$ cat config.mk
export PLATFORM = sky130hd
export DESIGN_NAME = multi_timer_unit
export DESIGN_NICKNAME = d
export VERILOG_FILES = /design/src/rtl/mtu_pkg.sv /design/src/rtl/mtu_prescaler.sv /design/src/rtl/mtu_channel.sv /design/src/rtl/multi_timer_unit.sv
export SDC_FILE = /design/constraint.sdc
export NUM_CORES = 1
export LEC_CHECK = 0
export BUFFER_PORTS_ARGS = -buffer_cell sky130_fd_sc_hd__buf_2
export CORE_ASPECT_RATIO = 1.25
export CORE_UTILIZATION = 59
export CTS_BUF_LIST = sky130_fd_sc_hd__clkbuf_4 sky130_fd_sc_hd__clkbuf_8
export CTS_CLUSTER_DIAMETER = 40
export DETAILED_ROUTE_END_ITERATION = 12
export PLACE_DENSITY = 0.78
export SLEW_MARGIN = 20
export SYNTH_ARGS = -nofsm -noshare
export SYNTH_HDL_FRONTEND = slang
export SYNTH_HIERARCHICAL = 1
export SYNTH_SLANG_ARGS = --single-unit
$ cat constraint.sdc
create_clock -name clk -period 3.3 [get_ports clk]
set_input_delay 0.66 -clock clk [delete_from_list [all_inputs] [get_ports clk]]
set_output_delay 0.66 -clock clk [all_outputs]
set_load 0.05 [all_outputs]
$ cat src/rtl/mtu_pkg.sv
package mtu_pkg;

    // Position of a register inside a four-word group
    typedef enum logic [1:0] {
        SLOT_COUNT  = 2'd0,
        SLOT_RELOAD = 2'd1,
        SLOT_CTRL   = 2'd2,
        SLOT_SPARE  = 2'd3
    } slot_e;

    // Control word bit positions
    localparam int CTL_RUN  = 0;
    localparam int CTL_AUTO = 1;
    localparam int CTL_LOAD = 2;
    localparam int CTL_IRQ  = 3;

    typedef struct packed {
        logic irq_en;
        logic auto_rl;
        logic run;
    } chan_cfg_t;

endpackage

$ cat src/rtl/mtu_prescaler.sv
module mtu_prescaler #(
    parameter int PRE_W = 8
) (
    input  logic             clk,
    input  logic             rst_n,
    input  logic             wr_count,
    input  logic             wr_reload,
    input  logic [PRE_W-1:0] wdata,
    output logic [PRE_W-1:0] count_o,
    output logic [PRE_W-1:0] reload_o,
    output logic             tick_o
);

    typedef struct packed {
        logic [PRE_W-1:0] count;
        logic [PRE_W-1:0] reload;
    } pre_state_t;

    pre_state_t state_d, state_q;

    always_comb begin
        state_d = state_q;
        tick_o  = (state_q.count == '0);
        if (tick_o) begin
            state_d.count = state_q.reload;
        end else begin
            state_d.count = state_q.count - 1'b1;
        end
        if (wr_reload) begin
            state_d.reload = wdata;
        end
        if (wr_count) begin
            state_d.count = wdata;
        end
    end

    always_ff @(posedge clk) begin
        if (!rst_n) begin
            state_q <= '0;
        end else begin
            state_q <= state_d;
        end
    end

    assign count_o  = state_q.count;
    assign reload_o = state_q.reload;

endmodule

$ cat src/rtl/mtu_channel.sv
module mtu_channel
    import mtu_pkg::*;
#(
    parameter int CNT_W = 16
) (
    input  logic             clk,
    input  logic             rst_n,
    input  logic             tick,
    input  logic             wr_en,
    input  slot_e            wr_slot,
    input  logic [CNT_W-1:0] wr_value,
    input  logic [3:0]       wr_ctrl,
    output logic [CNT_W-1:0] count_o,
    output logic [CNT_W-1:0] reload_o,
    output chan_cfg_t        cfg_o,
    output logic             irq_o
);

    typedef struct packed {
        logic [CNT_W-1:0] count;
        logic [CNT_W-1:0] reload;
        chan_cfg_t        cfg;
        logic             irq;
    } chan_state_t;

    chan_state_t state_d, state_q;

    always_comb begin
        state_d     = state_q;
        state_d.irq = 1'b0;
        if (wr_en) begin
            // a write owns the channel for this cycle
            unique case (wr_slot)
                SLOT_COUNT:  state_d.count  = wr_value;
                SLOT_RELOAD: state_d.reload = wr_value;
                SLOT_CTRL: begin
                    state_d.cfg.run     = wr_ctrl[CTL_RUN];
                    state_d.cfg.auto_rl = wr_ctrl[CTL_AUTO];
                    state_d.cfg.irq_en  = wr_ctrl[CTL_IRQ];
                    if (wr_ctrl[CTL_LOAD]) begin
                        state_d.count = state_q.reload;
                    end
                end
                default: ;
            endcase
        end else if (tick && state_q.cfg.run) begin
            if (state_q.count == '0) begin
                state_d.irq = state_q.cfg.irq_en;
                if (state_q.cfg.auto_rl) begin
                    state_d.count = state_q.reload;
                end else begin
                    state_d.cfg.run = 1'b0;
                end
            end else begin
                state_d.count = state_q.count - 1'b1;
            end
        end
    end

    always_ff @(posedge clk) begin
        if (!rst_n) begin
            state_q <= '0;
        end else begin
            state_q <= state_d;
        end
    end

    assign count_o  = state_q.count;
    assign reload_o = state_q.reload;
    assign cfg_o    = state_q.cfg;
    assign irq_o    = state_q.irq;

endmodule

$ cat src/rtl/multi_timer_unit.sv
module multi_timer_unit
    import mtu_pkg::*;
#(
    parameter int NUM_TIMERS = 4,
    parameter int CNT_W      = 16,
    parameter int PRE_W      = 8,
    parameter int DATA_W     = 32,
    parameter int ADDR_W     = 6
) (
    input  logic                  clk,
    input  logic                  rst_n,
    input  logic                  reg_wr,
    input  logic [ADDR_W-1:0]     reg_addr,
    input  logic [DATA_W-1:0]     reg_wdata,
    output logic [DATA_W-1:0]     reg_rdata,
    output logic [NUM_TIMERS-1:0] irq
);

    localparam int GRP_W = ADDR_W - 2;

    logic [GRP_W-1:0] grp;
    slot_e            slot;

    logic             tick;
    logic [PRE_W-1:0] pre_val;
    logic [PRE_W-1:0] pre_rld;
    logic             pre_wr_val;
    logic             pre_wr_rld;

    logic [NUM_TIMERS-1:0]            ch_hit;
    logic [NUM_TIMERS-1:0][CNT_W-1:0] cnt_arr;
    logic [NUM_TIMERS-1:0][CNT_W-1:0] rld_arr;
    logic [NUM_TIMERS-1:0]            run_vec;
    logic [NUM_TIMERS-1:0]            auto_vec;
    logic [NUM_TIMERS-1:0]            ie_vec;

    wire unused_wdata_bits = ^reg_wdata;

    assign grp  = reg_addr[ADDR_W-1:2];
    assign slot = slot_e'(reg_addr[1:0]);

    assign pre_wr_val = reg_wr && (grp == '0) && (slot == SLOT_COUNT);
    assign pre_wr_rld = reg_wr && (grp == '0) && (slot == SLOT_RELOAD);

    mtu_prescaler #(.PRE_W(PRE_W)) u_pre (
        .clk       (clk),
        .rst_n     (rst_n),
        .wr_count  (pre_wr_val),
        .wr_reload (pre_wr_rld),
        .wdata     (reg_wdata[PRE_W-1:0]),
        .count_o   (pre_val),
        .reload_o  (pre_rld),
        .tick_o    (tick)
    );

    for (genvar g = 0; g < NUM_TIMERS; g++) begin : g_chan
        chan_cfg_t cfg_w;

        assign ch_hit[g] = reg_wr && (grp == GRP_W'(g + 1));

        mtu_channel #(.CNT_W(CNT_W)) u_chan (
            .clk      (clk),
            .rst_n    (rst_n),
            .tick     (tick),
            .wr_en    (ch_hit[g]),
            .wr_slot  (slot),
            .wr_value (reg_wdata[CNT_W-1:0]),
            .wr_ctrl  (reg_wdata[3:0]),
            .count_o  (cnt_arr[g]),
            .reload_o (rld_arr[g]),
            .cfg_o    (cfg_w),
            .irq_o    (irq[g])
        );

        assign run_vec[g]  = cfg_w.run;
        assign auto_vec[g] = cfg_w.auto_rl;
        assign ie_vec[g]   = cfg_w.irq_en;
    end

    always_comb begin
        reg_rdata = '0;
        if (grp == '0) begin
            unique case (slot)
                SLOT_COUNT:  reg_rdata = DATA_W'(pre_val);
                SLOT_RELOAD: reg_rdata = DATA_W'(pre_rld);
                SLOT_CTRL:   reg_rdata = DATA_W'(NUM_TIMERS);
                default:     reg_rdata = '0;
            endcase
        end else begin
            for (int i = 0; i < NUM_TIMERS; i++) begin
                if (grp == GRP_W'(i + 1)) begin
                    unique case (slot)
                        SLOT_COUNT:  reg_rdata = DATA_W'(cnt_arr[i]);
                        SLOT_RELOAD: reg_rdata = DATA_W'(rld_arr[i]);
                        SLOT_CTRL:   reg_rdata = DATA_W'({ie_vec[i], 1'b0, auto_vec[i], run_vec[i]});
                        default:     reg_rdata = '0;
                    endcase
                end
            end
        end
    end

endmodule

==> flow_summary_export.csv <==
group,metric,value,unit
worst_setup_path,cp.required,2640,ps
final_layout,nets,1463,
synth,ys_top_cells_by_area,"dfxtp_1 29%, nand2_1 8.0%, mux2i_1 6.9%",
placement,pre_cts_slack,131,ps
die,fp.dieArea,19100,um2
timing,maxSlewViolCount,0,
final_layout,drive_gt1_share,15.0,%
timing,tightest_slew,833,ps
worst_setup_path,cp.arrival,2550,ps
clock_network,ctsHoldBuffers,0,
clock_network,cts.path.max_buffers,2,
synth,ys_types,88,
synth,synth_edf_count,0,
global_route,grt_pass1_wl,58.3,mm
clock_network,cts_tree,"built",
pwr,switchingPower,0.00142,W
detailed_routing,routed_wl,37.7,mm
synth,synth_async_sr_flop_share,0,%
pwr,internal_power,0.00300,W
global_route,grtUsageMet1,51.4,%
detailed_routing,via_per_inst,6.90,
synth,yosysMostFrequentCell,"nand2_1",
synth,yosys_warnings,6,
synth,synth_largest_area_cell,"dfxtp_1",
synth,synth_top_area_share,29.3,%
clock_network,cts_made_buffers,17,
placement,place_congestion,0.994,
detailed_routing,vias,11400,
clock_network,clkTransAtPathRegs,90,ps
detailed_routing,first_iter_violations,1263,
timing,layout_min_cycle_time,3210,ps
detailed_routing,drc,0,
timing,tns,0,ps
synth,ys_ff_latch,160,
placement,place_inst,1621,
hold_path,min_from,"g_chan[2].u_chan/reload_o[5]",
detailed_routing,firstDrtPassIters,8,
clock_network,numClockSinks,160,
timing,finalSetupViolations,0,
outcome,status,"complete, no violations",
synth,ys_seq_area_share,29.3,%
global_route,grt_use_met3,6.68,%
timing,period_share,97.3,%
timing,relSlewSlack,44.4,%
pwr,ir_worst_vdd,270,uV
timing,fmax,311,MHz
die,die_x,124,um
timing,finalHoldViolCount,0,
die,fp-row-count,55,
clock_network,worstSkewPairLatency,480,ps
die,coreArea,18100,um2
placement,portBuffers,44,
pwr,clkPwrFrac,34.7,%
synth,synth_common_cells,"233 x nand2_1, 160 x dfxtp_1, 118 x a21oi_1",
global_route,grt_pass1_vias,10500,
synth,synthesis.area,10900,um2
worst_setup_path,cp-end-kind,"output pin",
worst_setup_path,criticalPathCategory,"primary input to output pin",
synth,synth.avg_cell_area,7.87,um2
hold_path,holdPathStages,2,
synth,netlist_instances,1388,
worst_setup_path,worstReg2RegEnd,"g_chan[3].u_chan/count_o[4]",
worst_setup_path,crit-reg2reg-launch,"u_pre/count_o[4]",
pwr,sequentialPowerShare,46.1,%
placement,hpwl,26.0,mm
die,initial_core_util,60.3,%
global_route,grt_overflow,0,
worst_setup_path,worstSetupStartpointType,"primary input",
timing,finalClockSkew,13.9,ps
pwr,netSwitchingFraction,32.2,%
clock_network,cts-root-buf,"clkbuf_8",
die,die_h,154,um
global_route,grt_use_total,40.0,%
die,io_pins,77,
global_route,grt_antenna_before_repair,3,
detailed_routing,ant_nets,0,
hold_path,min_to,"g_chan[2].u_chan/reload_o[5]",
clock_network,htree_levels,4,
global_route,busiest_layer,"met2",
synth,ys_dominant_reg_cell,"dfxtp_1",
global_route,grt_util_met2,62.6,%
worst_setup_path,rrSetupSlack,180,ps
pwr,power.leakage,4.38,nW
final_layout,final.fill_count,1603,
timing,rsz0062_at_grt,"false",
pwr,powerDensity,377,nW/um2
global_route,grt_max_degree,66,
final_layout,syn_to_final_growth,7.58,%
timing,finalWorstSetupSlack,87.5,ps
pwr,pwr-share-comb,19.2,%
detailed_routing,routedWlPerCell,22.8,um
worst_setup_path,rr_worst_depth,8,
worst_setup_path,path_max_fanout,41,
hold_path,hold_class,"flop to flop",
final_layout,stdcell_count,1656,
flow_run,drv_cap,0,
metal layers:
metal	part of all wire, %	up-vias
met1	40	5417
li1	-	5211
met2	46	661
met3	8.6	143
met5	0	-
met4	6.0	0
final cells by class:
cell class / instances / area, um2 / area share [%]
diodes: 3 / 7.51 / 0.0639
clock buffers: 21 / 277 / 2.35
clock inverters: 11 / 133 / 1.13
inverters: 37 / 151 / 1.29
multi-input cells: 1097 / 7020 / 59.8
flip-flops and latches: 160 / 3200 / 27.3
well taps: 228 / 285 / 2.43
repair buffers: 99 / 663 / 5.65
sequential cells by signal, summed over array words and instances (netlist names):
signal,cells
g_chan.u_chan/irq_o,4
u_pre/reload_o,8
g_chan.u_chan/cfg_o,12
u_pre/count_o,8
g_chan.u_chan/reload_o,64
g_chan.u_chan/count_o,64
worst max-delay path, cell delays in order:
cell       delay, ps
buf_4            440
buf_12           320
mux2i_1          290
o21bai_1         100
a2bb2oi_1        350
o22ai_2          120
buf_2            220
worst max-delay path by stage:
stage	startpoint	endpoint	depth (start not counted)
floorplan	reg_addr[4]	reg_rdata[9]	6
global placement	reg_addr[3]	reg_rdata[2]	6
detailed placement	reg_addr[3]	g_chan[0].u_chan/count_o[3]	8
CTS	reg_addr[3]	reg_rdata[2]	6
global route	reg_addr[0]	reg_rdata[12]	7
finish	reg_addr[0]	reg_rdata[11]	7
kinds of logic (layout without fill, tap and decap cells):
family,count (synthesis),count (layout),share of synthesized area (%)
AO/OA/AOI/OAI,398,398,25.7
multiplexers,85,85,8.11
other,1,19,0.0344
AND/OR/NAND/NOR,571,571,27.3
buffers and inverters,146,168,7.00
XOR/XNOR,17,17,1.36
flip-flops,160,160,29.3
adder cells (fa/ha/maj),10,10,1.15
metrics by stage:
| stage | utilization [%] | hold slack [ps] | power (W) | instance area (um2) |
|---|---|---|---|---|
| 3_5_place_dp | 62.5 | 466 | 0.00290 | 11300 |
| 4_1_cts | 64.8 | 478 | 0.00441 | 11700 |
| 6_report | 64.9 | 480 | 0.00443 | 11700 |
| 2_1_floorplan | - | 441 | 0.00269 | 11000 |
| 5_1_grt | 64.9 | 494 | 0.00455 | 11700 |
| 3_3_place_gp | 62.5 | 462 | 0.00288 | 11300 |
power groups by stage:
| stage | clock, W | combinational (W) | sequential [W] |
|---|---|---|---|
| 6_report | 0.00153 | 0.000851 | 0.00204 |
| 3_5_place_dp | 0 | 0.000818 | 0.00208 |
| 4_1_cts | 0.00155 | 0.000823 | 0.00204 |
| 2_1_floorplan | 0 | 0.000631 | 0.00206 |
| 5_1_grt | 0.00161 | 0.000892 | 0.00205 |
| 3_3_place_gp | 0 | 0.000804 | 0.00208 |
layout by cell type, fill, tap and decap left out, types with 12 or more instances in the layout:
| master | n |
|---|---|
| nand3_1 | 65 |
| inv_1 | 36 |
| a21oi_1 | 118 |
| clkbuf_8 | 19 |
| dfxtp_1 | 160 |
| nand2_1 | 233 |
| o31ai_1 | 16 |
| a21boi_0 | 17 |
| buf_2 | 42 |
| o211ai_1 | 13 |
| or3_1 | 12 |
| o22ai_1 | 35 |
| o21ai_0 | 26 |
| mux2i_1 | 75 |
| nor3_1 | 45 |
| conb_1 | 16 |
| nand4_1 | 33 |
| nor2b_1 | 22 |
| buf_4 | 55 |
| o221ai_1 | 35 |
| o21ai_1 | 20 |
| nor4_1 | 14 |
| nor2_1 | 51 |
timing repair:
item                                   4_1_cts  5_1_grt
gates resized for setup                      0        1
setup endpoints to repair                    0        1
setup buffers                                0        0
endpoints found under the hold margin        0        0
Note: power is estimated with default switching activity, not from simulation.
